`config.mk`:
```
export PLATFORM = sky130hd
export DESIGN_NAME = dpm_lock_arb
export DESIGN_NICKNAME = d
export VERILOG_FILES = /design/src/rtl/dpm_arb_pkg.sv /design/src/rtl/dpm_rr_pick.sv /design/src/rtl/dpm_busy_idle_timer.sv /design/src/rtl/dpm_lock_arb.sv
export SDC_FILE = /design/constraint.sdc
export NUM_CORES = 1
export LEC_CHECK = 0
export ABC_AREA = 1
export BUFFER_PORTS_ARGS = -buffer_cell sky130_fd_sc_hd__buf_4
export CORE_MARGIN = 5
export CORE_UTILIZATION = 30
export CTS_CLUSTER_SIZE = 24
export DETAILED_ROUTE_END_ITERATION = 8
export HOLD_SLACK_MARGIN = 0.06
export PLACE_DENSITY = 0.53
export SYNTH_ARGS = -nofsm -noshare
export SYNTH_HDL_FRONTEND = slang
export SYNTH_SLANG_ARGS = --single-unit
```
`constraint.sdc`:
```
create_clock -name clk -period 2.13 [get_ports clk]
set_input_delay 0 -clock clk [delete_from_list [all_inputs] [get_ports clk]]
set_output_delay 0 -clock clk [all_outputs]
set_load 0.02 [all_outputs]
```
`src/rtl/dpm_arb_pkg.sv`:
```
package dpm_arb_pkg;
  // State encoding doubles as the registered one-hot grant.
  typedef enum logic [1:0] {
    ST_IDLE = 2'b00,
    ST_LOC  = 2'b01,
    ST_BP   = 2'b10
  } arb_st_t;
endpackage

```
`src/rtl/dpm_rr_pick.sv`:
```
module dpm_rr_pick (
  input  logic clk,
  input  logic rst,
  input  logic take,
  input  logic loc_req,
  input  logic bp_req,
  output logic pick_loc,
  output logic pick_bp
);
  // 1: local wins the next tie; after each grant the other side is favoured
  logic pref_loc;

  always_comb begin
    pick_loc = loc_req & (~bp_req | pref_loc);
    pick_bp  = bp_req & (~loc_req | ~pref_loc);
  end

  always_ff @(posedge clk) begin
    if (rst) begin
      pref_loc <= 1'b1;
    end else if (take) begin
      if (pick_loc)     pref_loc <= 1'b0;
      else if (pick_bp) pref_loc <= 1'b1;
    end
  end
endmodule

```
`src/rtl/dpm_busy_idle_timer.sv`:
```
module dpm_busy_idle_timer #(
  parameter int CNT_W = 8
) (
  input  logic             clk,
  input  logic             rst,
  input  logic             run,
  input  logic             strobe,
  input  logic [CNT_W-1:0] limit,
  output logic             expired
);
  localparam logic [CNT_W-1:0] CNT_MAX = {CNT_W{1'b1}};

  logic [CNT_W-1:0] idle_cnt;

  // Counts clocks spent owning the port with the strobe low; saturates.
  always_ff @(posedge clk) begin
    if (rst || !run || strobe) begin
      idle_cnt <= '0;
    end else if (idle_cnt != CNT_MAX) begin
      idle_cnt <= idle_cnt + 1'b1;
    end
  end

  assign expired = (idle_cnt >= limit);
endmodule

```
`src/rtl/dpm_lock_arb.sv`:
```
module dpm_lock_arb #(
  parameter int CNT_W = 8
) (
  input  logic             clk,
  input  logic             rst,
  input  logic             busy_lock_en,
  input  logic [CNT_W-1:0] idle_limit,
  input  logic             loc_req,
  input  logic             loc_strobe,
  input  logic             bp_req,
  input  logic             bp_strobe,
  input  logic             bp_busy,
  output logic [1:0]       grant,
  output logic             loc_wait,
  output logic             bp_wait
);
  import dpm_arb_pkg::*;

  arb_st_t state_q, state_d;
  logic    pick_loc, pick_bp;
  logic    busy_expired;
  logic    busy_hold, loc_active, bp_active;

  dpm_rr_pick u_pick (
    .clk      (clk),
    .rst      (rst),
    .take     (state_q == ST_IDLE),
    .loc_req  (loc_req),
    .bp_req   (bp_req),
    .pick_loc (pick_loc),
    .pick_bp  (pick_bp)
  );

  dpm_busy_idle_timer #(.CNT_W(CNT_W)) u_timer (
    .clk     (clk),
    .rst     (rst),
    .run     (state_q == ST_BP),
    .strobe  (bp_strobe),
    .limit   (idle_limit),
    .expired (busy_expired)
  );

  always_comb begin
    busy_hold  = busy_lock_en & bp_busy & ~busy_expired;
    loc_active = loc_req | loc_strobe;
    bp_active  = bp_req | bp_strobe | busy_hold;
    state_d    = state_q;
    unique case (state_q)
      ST_IDLE: begin
        if (pick_loc)     state_d = ST_LOC;
        else if (pick_bp) state_d = ST_BP;
      end
      ST_LOC:  if (!loc_active) state_d = ST_IDLE;
      ST_BP:   if (!bp_active)  state_d = ST_IDLE;
      default: state_d = ST_IDLE;
    endcase
  end

  always_ff @(posedge clk) begin
    if (rst) begin
      state_q  <= ST_IDLE;
      loc_wait <= 1'b0;
      bp_wait  <= 1'b0;
    end else begin
      state_q  <= state_d;
      loc_wait <= loc_req & (state_d != ST_LOC);
      bp_wait  <= bp_req & (state_d != ST_BP);
    end
  end

  assign grant = state_q;
endmodule

```
==> key figures <==
Synth
  – Synth cell count leaders: nand2_1 (27), inv_1 (20), nor2_1 (18)
  – Post-synth top area share: about a third
  – Adder-Cell Fraction of Synth Area: 13.8%
  – Syn Area/Cell: around 7.0 um2
  – Multiplexer share of the synthesized area: 0%
  – Sequential share of the synthesized area: 31.9%
  – Top FF cell, synth: dfxtp_1
  – Most frequent cell after synthesis: nand2_1
  – Post-synthesis register bit count: 13
  – Synth area leader: dfxtp_1
  – Netlist cell types: 19
  – Synth top area cells: dfxtp_1 (32%), ha_1 (14%), nand2_1 (12%), inv_1 (9.2%), nor2_1 (8.3%)
  – Post-synthesis xor/xnor area fraction: roughly 3.2%
  – Synth Instances: approximately 120
  – Compound-Gate Fraction of Synth Area: 8.73%
  – Largest family of logic cells by synthesized area: simple AND/OR/NAND/NOR gates
  – Syn Nets: between 100 and 150
  – Post-synthesis simple-gate area fraction: approximately a third
  – Ys Warns: 0
  – Post-synth EDFFs: 0
  – Synthesized cell area: a little over 800 um2
  – Asr flop ratio synth: 0%

Drt
  – Post-route DRC: 0
  – TritonRoute pass-1 iters: 4
  – DRT antenna net count: 0
  – Wire length per cell: ~10 um
  – Via/cell ratio: 4.43
  – Starting DRT DRC Count: 8
  – Post-Route WL: around 1800 um
  – Via count: 770

STA
  – Minimum clock period: about 1.5 ns
  – Endpoints failing setup: 0
  – Max_slew headroom: about three quarters
  – Final setup TNS: 0 ns
  – Tcrit/Tclk final: just under 70%
  – Max Slew Vio Count: 0
  – Clock skew: between 0.005 and 0.006 ns
  – FMAX: 675 MHz
  – Least-Margin Pin Slew: between 0.3 and 0.4 ns
  – Final Hold Fails: 0
  – Unrepaired setup endpoints after global routing: false

Critical path
  – R2r setup slk: approximately 0.65 ns
  – Startpoint types: register
  – Critical Path Fanout Max: 4
  – Crit path capture: bp_wait$_SDFF_PP0_
  – Crit Path Category: reg2reg
  – R2R cell count: 14
  – CP endpoint kind: register
  – Critical Path Source: u_timer.idle_cnt[0]$_SDFFE_PP0P_
  – WP data arrival: 1.66 ns
  – WP data required: 2.30 ns
  – Worst r2r src: u_timer.idle_cnt[0]$_SDFFE_PP0P_
  – R2r endpoint: bp_wait$_SDFF_PP0_

Global route
  – Grt total ovfl: 0
  – GRT Total Usage: under 10%
  – Largest net degree at the start of global routing: 9
  – Vias in the first global route: approximately 760
  – Initial antenna violation count: 0
  – First-pass GRT wire length: between 3000 and 4000 um

Cells and area
  – Final net count: about 170
  – Ant. Diodes: 0
  – Layout cell share with drive strength beyond 1: between 10% and 20%
  – Cell Count, Final, Fillers Out: approximately 170
  – P&R area growth vs syn: 29.1%

Hold path
  – Hold WC Path Type: in2reg

Die
  – Die Wd: between 60 and 70 um
  – Die footprint: approximately 3900 um2
  – Core area: approximately 2700 um2
  – FP Rows: 19
  – Ports: 20
  – Initial Util: roughly 30%
  – Die Ht: between 60 and 70 um

Place
  – Final HPWL DP: between 1000 and 1500 um
  – Port Buffers: 19
  – Final GP Congestion: a little over 0.7
  – Post-Place Cells: about 170

Clocking
  – Reg clk slew, reported paths: 0.08 ns
  – CTS root buffer: clkbuf_4
  – Maximum clock insertion buffer count: 2
  – CTS buffer count: 3
  – Post-CTS Resized: 0
  – CTS tree: built
  – CTS sink cnt: 13
  – Clk_lat worst skew: 0.27 ns
  – # H-tree levels: 1

Flow run
  – Max-Cap Viols: 0

Power
  – Power density over cell area: 482 nW/um2
  – Leak: ~0.58 nW
  – VDD IR max: ~460 uV

Status
  – Status: finished clean
==> critical path, cell delays in order (launching register included) <==
cell and delay, ns:
dfxtp_1 0.38, inv_1 0.08, ha_1 0.27, inv_1 0.05, nand2_1 0.04, nand2_1 0.05, nand2_1 0.05, nand2_1 0.05
nand2_1 0.07, nand2_1 0.06, nand2_1 0.05, nand2_1 0.05, nand3_1 0.08, nand2_1 0.07, nor2_1 0.04
==> stage by stage <==
step	setup slack, ns	total power, mW	instance area, um2	hold WS, ns	utilization [%]
after floorplan	0.813	0.313	817	0.0691	-
after detailed placement	0.645	0.358	998	0.188	37.2
after global placement	0.693	0.355	998	0.181	37.2
after global routing	0.478	0.543	1050	0.121	39.3
after CTS	0.625	0.520	1050	0.0673	39.3
final	0.648	0.508	1050	0.0737	39.3
==> power by group <==
| group | switching, mW | internal (mW) |
|---|---|---|
| Clock | 0.0810 | 0.0725 |
| Sequential | 0.00730 | 0.253 |
| Combinational | 0.0474 | 0.0477 |
| Total | 0.136 | 0.373 |
==> layer usage <==
metal | vias up | global-route usage, % | part of all wire [%]
met2 | 18 | 15.5 | 46
met4 | 0 | 4.07 | 0
met5 | - | 0 | 0
met1 | 338 | 11.7 | 48
li1 | 414 | - | -
met3 | 0 | 2.16 | 5.4
==> repair_timing <==
action | in CTS | in global routing
endpoints found under the hold margin | 5 | 0
endpoints found under the setup margin | 0 | 0
hold buffers | 3 | 0
setup buffers | 0 | 0
==> kinds of logic (layout without fill, tap and decap cells) <==
kind of cell	Yosys count	in the layout
simple gates	56	56
buf+inv	23	49
xor+xnor	3	3
flops	13	13
fa+ha+maj	9	9
compound gates	13	13
==> sequential cells by signal, indices dropped and copies added (netlist names) <==
name              flops
bp_wait               1
loc_wait              1
grant                 2
u_pick.pref_loc       1
u_timer.idle_cnt      8
==> final cells by class <==
type | count | area [um2]
fillers | 287 | 1630
well taps | 31 | 38.8
inverters | 23 | 86.3
repair buffers | 22 | 173
multi-input cells | 81 | 470
clock buffers | 4 | 26.3
flip-flops and latches | 13 | 260
==> layout by cell type, fill, tap and decap left out <==
master         count
nand2_4            1
buf_4             19
o22ai_1            1
and3_1             1
o21ai_0            4
nor3b_1            1
a21oi_1            6
nor2_1            18
clkbuf_1           1
dfxtp_1           13
nand2_1           27
xnor2_1            1
xor2_1             2
nor2_8             1
o21bai_1           1
o211ai_1           1
clkbuf_4           3
dlygate4sd3_1      3
inv_1             20
nor3_4             1
ha_1               9
nand3_1            6
inv_2              3
==> worst min-delay path by stage <==
stage | from | endpoint | depth (start not counted)
global route | loc_strobe | loc_wait$_SDFF_PP0_ | 4
detailed placement | rst | grant[0]$_SDFF_PP0_ | 2
CTS | loc_strobe | loc_wait$_SDFF_PP0_ | 4
floorplan | rst | grant[1]$_SDFF_PP0_ | 1
finish | loc_strobe | loc_wait$_SDFF_PP0_ | 4
global placement | rst | grant[1]$_SDFF_PP0_ | 2
No activity file was read; power rests on OpenSTA's default activity.
